`src/rtl/sched_pkg.sv`:
```
package sched_pkg;
  parameter int BANK_W = 2;
  parameter int ROW_W  = 12;
  parameter int COL_W  = 8;
  parameter int TAG_W  = 8;

  typedef struct packed {
    logic             write;
    logic [ROW_W-1:0] row;
    logic [COL_W-1:0] col;
    logic [TAG_W-1:0] tag;
  } req_t;

  // strobes from control to datapath
  typedef struct packed {
    logic              pop;
    logic [BANK_W-1:0] bank;
    logic              wrMode;
  } strb_t;
endpackage

```
`src/rtl/sched_datapath.sv`:
```
module sched_datapath
  import sched_pkg::*;
#(
  parameter int DEPTH = 8
) (
  input  logic                      clk,
  input  logic                      rstN,
  input  logic                      inValid,
  input  logic [BANK_W-1:0]         inBank,
  input  req_t                      inReq,
  output logic                      inReady,
  input  strb_t                     strb,
  output logic [(1<<BANK_W)-1:0]    hasReq,
  output logic [(1<<BANK_W)-1:0]    hasHit,
  output logic [$clog2((1<<BANK_W)*DEPTH+1)-1:0] wrCnt,
  output req_t                      selReq
);
  localparam int NB    = 1 << BANK_W;
  localparam int CNT_W = $clog2(DEPTH + 1);
  localparam int IDX_W = $clog2(DEPTH);
  localparam int WC_W  = $clog2(NB * DEPTH + 1);

  logic [CNT_W-1:0] cntArr  [NB];
  req_t             candArr [NB];
  logic             accept;

  assign inReady = (cntArr[inBank] != CNT_W'(DEPTH));
  assign accept  = inValid & inReady;
  assign selReq  = candArr[strb.bank];

  for (genvar b = 0; b < NB; b++) begin : g_bank
    req_t             memL [DEPTH];
    logic [CNT_W-1:0] cntL;
    logic [ROW_W-1:0] openRowL;
    logic             rowOpenL;
    logic [IDX_W-1:0] idxL;
    logic             hitAnyL;
    logic             pushB, popB;

    assign pushB      = accept && (inBank == BANK_W'(b));
    assign popB       = strb.pop && (strb.bank == BANK_W'(b));
    assign cntArr[b]  = cntL;
    assign candArr[b] = memL[idxL];
    assign hasReq[b]  = (cntL != '0);
    assign hasHit[b]  = hitAnyL;

    // candidate pick: tier1 open-row + preferred type, tier2 open-row,
    // tier3 preferred type, else the oldest entry
    always_comb begin
      logic f1, f2, f3, blk, hit;
      logic [IDX_W-1:0] i1, i2, i3;
      f1 = 1'b0; f2 = 1'b0; f3 = 1'b0;
      i1 = '0;   i2 = '0;   i3 = '0;
      for (int i = DEPTH - 1; i >= 0; i--) begin
        blk = 1'b0;
        for (int j = 0; j < i; j++)
          if (memL[j].row == memL[i].row && memL[j].col == memL[i].col) blk = 1'b1;
        hit = rowOpenL && (memL[i].row == openRowL);
        if ((i < int'(cntL)) && !blk) begin
          if (hit && (memL[i].write == strb.wrMode)) begin f1 = 1'b1; i1 = IDX_W'(i); end
          if (hit) begin f2 = 1'b1; i2 = IDX_W'(i); end
          if (memL[i].write == strb.wrMode) begin f3 = 1'b1; i3 = IDX_W'(i); end
        end
      end
      hitAnyL = f2;
      idxL    = f1 ? i1 : (f2 ? i2 : (f3 ? i3 : '0));
    end

    always_ff @(posedge clk) begin
      if (!rstN) begin
        cntL     <= '0;
        rowOpenL <= 1'b0;
        openRowL <= '0;
      end else begin
        if (popB) begin
          for (int i = 0; i < DEPTH - 1; i++)
            if (IDX_W'(i) >= idxL) memL[i] <= memL[i+1];
          openRowL <= memL[idxL].row;
          rowOpenL <= 1'b1;
        end
        if (pushB) memL[IDX_W'(popB ? cntL - 1'b1 : cntL)] <= inReq;
        cntL <= cntL + CNT_W'(pushB) - CNT_W'(popB);
      end
    end
  end

  always_ff @(posedge clk) begin
    if (!rstN) wrCnt <= '0;
    else wrCnt <= wrCnt + WC_W'(accept && inReq.write) - WC_W'(strb.pop && selReq.write);
  end
endmodule

```
`src/rtl/sched_ctrl.sv`:
```
module sched_ctrl
  import sched_pkg::*;
#(
  parameter int DEPTH     = 8,
  parameter int WR_THRESH = 6,
  parameter int MAX_RUN   = 4
) (
  input  logic                      clk,
  input  logic                      rstN,
  input  logic [(1<<BANK_W)-1:0]    hasReq,
  input  logic [(1<<BANK_W)-1:0]    hasHit,
  input  logic [$clog2((1<<BANK_W)*DEPTH+1)-1:0] wrCnt,
  input  logic                      outReady,
  output logic                      outValid,
  output strb_t                     strb,
  output logic [$clog2(MAX_RUN+1)-1:0] runCnt
);
  localparam int NB    = 1 << BANK_W;
  localparam int RUN_W = $clog2(MAX_RUN + 1);

  logic [BANK_W-1:0] ptr, lastBank, rrBank;
  logic              wrModeQ, wrModeEff, contOk;

  always_comb begin
    logic [BANK_W-1:0] idx;
    rrBank = ptr;
    for (int k = NB - 1; k >= 0; k--) begin
      idx = ptr + BANK_W'(k);
      if (hasReq[idx]) rrBank = idx;
    end
  end

  assign wrModeEff = (int'(wrCnt) >= WR_THRESH) ||
                     (wrModeQ && (int'(wrCnt) >= WR_THRESH / 2));
  assign contOk    = (runCnt != '0) && (runCnt < RUN_W'(MAX_RUN)) && hasHit[lastBank];
  assign outValid  = |hasReq;

  assign strb.pop    = outValid && outReady;
  assign strb.bank   = contOk ? lastBank : rrBank;
  assign strb.wrMode = wrModeEff;

  always_ff @(posedge clk) begin
    if (!rstN) begin
      ptr      <= '0;
      lastBank <= '0;
      runCnt   <= '0;
      wrModeQ  <= 1'b0;
    end else begin
      wrModeQ <= wrModeEff;
      if (strb.pop) begin
        lastBank <= strb.bank;
        ptr      <= strb.bank + 1'b1;
        runCnt   <= contOk ? runCnt + 1'b1 : RUN_W'(1);
      end
    end
  end
endmodule

```
`src/rtl/burst_sched.sv`:
```
module burst_sched
  import sched_pkg::*;
#(
  parameter int DEPTH     = 8,
  parameter int WR_THRESH = 6,
  parameter int MAX_RUN   = 4
) (
  input  logic              clk,
  input  logic              rstN,
  input  logic              inValid,
  output logic              inReady,
  input  logic [BANK_W-1:0] inBank,
  input  logic [ROW_W-1:0]  inRow,
  input  logic [COL_W-1:0]  inCol,
  input  logic              inWrite,
  input  logic [TAG_W-1:0]  inTag,
  output logic              outValid,
  input  logic              outReady,
  output logic [BANK_W-1:0] outBank,
  output logic [ROW_W-1:0]  outRow,
  output logic [COL_W-1:0]  outCol,
  output logic              outWrite,
  output logic [TAG_W-1:0]  outTag
);
  localparam int NB    = 1 << BANK_W;
  localparam int WC_W  = $clog2(NB * DEPTH + 1);
  localparam int RUN_W = $clog2(MAX_RUN + 1);

  strb_t            strb;
  req_t             inReq, selReq;
  logic [NB-1:0]    hasReq, hasHit;
  logic [WC_W-1:0]  wrCnt;
  logic [RUN_W-1:0] runCnt;

  assign inReq = '{write: inWrite, row: inRow, col: inCol, tag: inTag};

  sched_datapath #(.DEPTH(DEPTH)) u_dp (
    .clk(clk), .rstN(rstN), .inValid(inValid), .inBank(inBank), .inReq(inReq),
    .inReady(inReady), .strb(strb), .hasReq(hasReq), .hasHit(hasHit),
    .wrCnt(wrCnt), .selReq(selReq)
  );

  sched_ctrl #(.DEPTH(DEPTH), .WR_THRESH(WR_THRESH), .MAX_RUN(MAX_RUN)) u_ctl (
    .clk(clk), .rstN(rstN), .hasReq(hasReq), .hasHit(hasHit), .wrCnt(wrCnt),
    .outReady(outReady), .outValid(outValid), .strb(strb), .runCnt(runCnt)
  );

  assign outBank  = strb.bank;
  assign outRow   = selReq.row;
  assign outCol   = selReq.col;
  assign outWrite = selReq.write;
  assign outTag   = selReq.tag;
endmodule

```
`config.mk`:
```
export PLATFORM = sky130hd
export DESIGN_NAME = burst_sched
export DESIGN_NICKNAME = d
export VERILOG_FILES = /design/src/rtl/sched_pkg.sv /design/src/rtl/sched_datapath.sv /design/src/rtl/sched_ctrl.sv /design/src/rtl/burst_sched.sv
export SDC_FILE = /design/constraint.sdc
export NUM_CORES = 2
export LEC_CHECK = 0
export BUFFER_PORTS_ARGS = -buffer_cell sky130_fd_sc_hd__buf_4
export CORE_MARGIN = 8
export CORE_UTILIZATION = 45
export DETAILED_ROUTE_END_ITERATION = 10
export SLEW_MARGIN = 5
export SYNTH_ARGS = -nofsm -noshare
export SYNTH_HDL_FRONTEND = slang
export SYNTH_SLANG_ARGS = --single-unit
```
`constraint.sdc`:
```
create_clock -name clk -period 14.3 [get_ports clk]
set_clock_uncertainty 0.15 [all_clocks]
set_input_delay 1.43 -clock clk [delete_from_list [all_inputs] [get_ports clk]]
set_output_delay 1.43 -clock clk [all_outputs]
set_load 0.05 [all_outputs]
```
==> impl_metrics.toml <==
[synthesis]
synthCells = 8465
synthXorXnorAreaFrac_pct = 27.1
syn_area_per_cell_sq_um = 10.2
synthAdderAreaFrac_pct = 0.811
yosysWarnings = 0
yosys.area_share.simple_pct = 10.7
ys_seq_area_share_pct = 34.2
synth-seq-cells = 1010
synth_top_area_share_pct = 32.3
synth_top_area_cell = "edfxtp_1"
synthMuxAreaShare_pct = 16.0
synth_top_cells_by_area = "edfxtp_1 32%, xor2_1 16%, mux2_2 12%"
synth_edf_count = 928
ys.flop_type = "edfxtp_1"
yosysUniqueCellTypes = 100
synth_top_family_by_area = "XOR/XNOR gates"
synthesis.nets = 8553
synth_compound_area_share_pct = 5.72
async_flop_share_pct = 0
netlist_area_sq_um = 86400

[clock_tree]
insertion_delay_ns = 0.84
cts-root-buf = "clkbuf_16"
htree_levels = 3
clockBufferDepth = 3
post-cts-setup-buffers = 0
cts_resized = 0
cts_tree = "done"
hold_buffers = 0
cts.clk_slew.worst_paths_ns = 0.06
clock-sinks = 1010
cts_made_buffers = 118

[timing]
layout_min_cycle_time_ns = 10.56
max_slew_margin_pct = -4.15
hold_viol = 0
max_freq_mhz = 94.7
setup_viol = 0
finalCritPeriodShare_pct = 73.8
tightest_slew_ns = 1.55
grt_setup_unrepaired = "false"
setup_tns_ns = 0
slew_viol_final = 3
fin_ws_ns = 3.74

[floorplanning]
initial_utilization_pct = 45.1
die_w_microns = 454
rows = 161
dieArea_sq_um = 206000
io_pins = 68
fp.coreArea_sq_um = 192000
die_y_microns = 454

[worst_hold_path]
hold_end = "u_dp.g_bank[0].memL[6][1]"
holdPathStages = 1
hp-start = "u_dp.g_bank[0].memL[7][1]"
hold_path_class = "flop to flop"

[critical_path]
critical_path_arrival_ns = 8.98
reg2reg_depth = 19
crit_path_end_kind = "output port"
r2r_end = "u_dp.g_bank[1].memL[2][11]"
r2r_setup_slack_ns = 4.21
path_max_fanout = 46
crit_type = "flop to output port"
startpoint = "u_dp.g_bank[2].memL[3][22]"
crit_required_ns = 12.72
cp-start-kind = "flop"
worstReg2RegStart = "u_dp.g_bank[0].memL[6][14]"

[power]
p_per_area_nw_per_um2 = 256
p_leak_nw = 30.6
peakVddDrop_v = 0.000434

[flow_run]
drv_cap = 2

[placement]
dpl.hpwl_mm = 314
dpl.cell_count = 10300
place_ws_ns = 4.75
io_buffers = 67
gp_congestion = 1.07

[finish]
final_util_pct = 48.1
syn_to_final_growth_pct = 6.57
multiInputGateArea_sq_um = 52700
drive_above_1_share_pct = 19.2
layout.cells.non_filler = 10500
regArea_sq_um = 29500
fill_cells = 17700
fin_nets = 7981

[status]
violations = "max-capacitance violations, max-slew violations"
status = "finished with violations"

[grt]
grt_util_all_layers_pct = 43.7
grt_first_pass_wirelength_mm = 623
grt_pass1_vias = 69400
antenna_found_initial = 28
grt-ovfl-total = 0
grt_max_degree = 85

[detailed_routing]
wl_per_cell_microns = 44.5
routed_wl_mm = 469
postRouteAntennaNets = 0
routed_via_density = 6.93
drcViolationCount = 0
vias = 73000
drt_iter0_markers = 11000
drtPass1Iterations = 8
logic make-up (layout without fill, tap and decap cells):
logic type / after synthesis / count (layout)
flip-flops: 1010 / 1010
AND/OR/NAND/NOR: 1711 / 1711
XOR/XNOR: 2672 / 2672
adder cells (fa/ha/maj): 53 / 53
other: 0 / 10
buffers and inverters: 1080 / 609
AO/OA/AOI/OAI: 679 / 679
multiplexers: 1260 / 1260
metrics by stage:
| stage | hold WS (ns) | total power [mW] | cell area (sq um) |
|---|---|---|---|
| floorplan | 0.315 | 13.5 | 86400 |
| global placement | 0.333 | 19.8 | 88100 |
| detailed placement | 0.350 | 19.8 | 88100 |
| CTS | 0.352 | 23.1 | 92000 |
| global route | 0.374 | 23.9 | 92000 |
| finish | 0.359 | 23.6 | 92100 |
area by class of cell:
| cell class | instances | area share, % |
|---|---|---|
| clock inverter | 82 | 1.00 |
| antenna | 10 | 0.0272 |
| inverter | 67 | 0.273 |
| tap | 2526 | 3.43 |
| sequential | 1010 | 32.1 |
| multi-input combinational | 6375 | 57.3 |
| timing repair buffer | 321 | 2.63 |
| clock buffer | 139 | 3.32 |
metal layers:
metal	wire length (microns)	vias to the layer above	share of wire [%]	GRT usage [%]
met2	196000	5684	42	64.1
met5	90	-	0.019	0
met4	39300	18	8.4	28.5
met3	54800	1564	12	11.9
met1	179000	36800	38	56.4
li1	-	28900	-	-
cells in the final DEF (no fill, tap or decap), types with 24 or more instances in the layout:
master,count
a211oi_1,62
a21oi_1,103
a221o_1,26
buf_4,320
clkbuf_16,119
clkinv_1,24
clkinv_2,24
dfxtp_1,82
edfxtp_1,928
ha_1,48
inv_1,62
mux2_2,925
mux2i_1,330
nand2_1,279
nand3_1,197
nand4_1,283
nor2_1,186
nor2_4,27
nor3_1,124
nor4_1,431
o21ai_0,55
o22ai_1,101
xnor2_1,1115
xor2_1,1557
where the power goes:
part | internal, mW | switching (mW)
Combinational | 4.79 | 9.81
Sequential | 3.96 | 1.82
Clock | 1.80 | 1.42
worst max path at each step:
stage                                       endpoint  slack, ns  cells past startpoint
after global placement    u_dp.g_bank[0].memL[6][12]       4.83                     19
after global routing                       outCol[5]       3.81                     19
after floorplan            u_dp.g_bank[2].memL[3][0]       6.54                     20
after detailed placement  u_dp.g_bank[1].memL[0][13]       4.75                     19
after CTS                                  outRow[9]       4.19                     18
final                                      outCol[5]       3.74                     16
critical path, stage by stage, from the launching register on:
cell and delay [ns]:
edfxtp_1 1.14, xor2_1 0.15, nor4_1 0.31, nand3_1 0.14, nor3_1 0.82, nor4_1 0.24, a2111oi_0 1.01, nand4_1 0.26
a21oi_1 0.28, a211oi_4 0.09, buf_4 0.34, nand2_1 0.67, o22ai_1 0.18, a221oi_1 1.01, o22ai_1 0.53, a221oi_1 0.67
buf_4 0.31
synthesized netlist by cell type (15+ instances only):
| cell type | n |
|---|---|
| a211oi_1 | 62 |
| a21o_1 | 21 |
| a21oi_1 | 105 |
| a221o_1 | 26 |
| a222oi_1 | 18 |
| a22oi_1 | 23 |
| and2_1 | 22 |
| and3_1 | 16 |
| buf_1 | 115 |
| buf_2 | 415 |
| buf_4 | 20 |
| clkbuf_1 | 453 |
| dfxtp_1 | 82 |
| edfxtp_1 | 928 |
| ha_1 | 48 |
| inv_1 | 63 |
| mux2_2 | 925 |
| mux2i_1 | 331 |
| nand2_1 | 279 |
| nand3_1 | 197 |
| nand4_1 | 283 |
| nor2_1 | 213 |
| nor2b_1 | 24 |
| nor3_1 | 125 |
| nor4_1 | 432 |
| o211ai_1 | 19 |
| o21a_1 | 16 |
| o21ai_0 | 64 |
| o22ai_1 | 111 |
| o31ai_1 | 23 |
| or2_2 | 15 |
| or3_1 | 17 |
| or4_1 | 23 |
| xnor2_1 | 1115 |
| xor2_1 | 1557 |
flip-flops by register name, summed over array words and instances, names as in the netlist:
name / count
u_dp.g_bank.memL: 928
u_dp.g_bank.openRowL: 48
u_dp.g_bank.cntL: 16
u_dp.wrCnt: 6
u_dp.g_bank.rowOpenL: 4
u_ctl.runCnt: 3
u_ctl.lastBank: 2
u_ctl.ptr: 2
u_ctl.wrModeQ: 1
No activity file was read; power rests on OpenSTA's default activity.
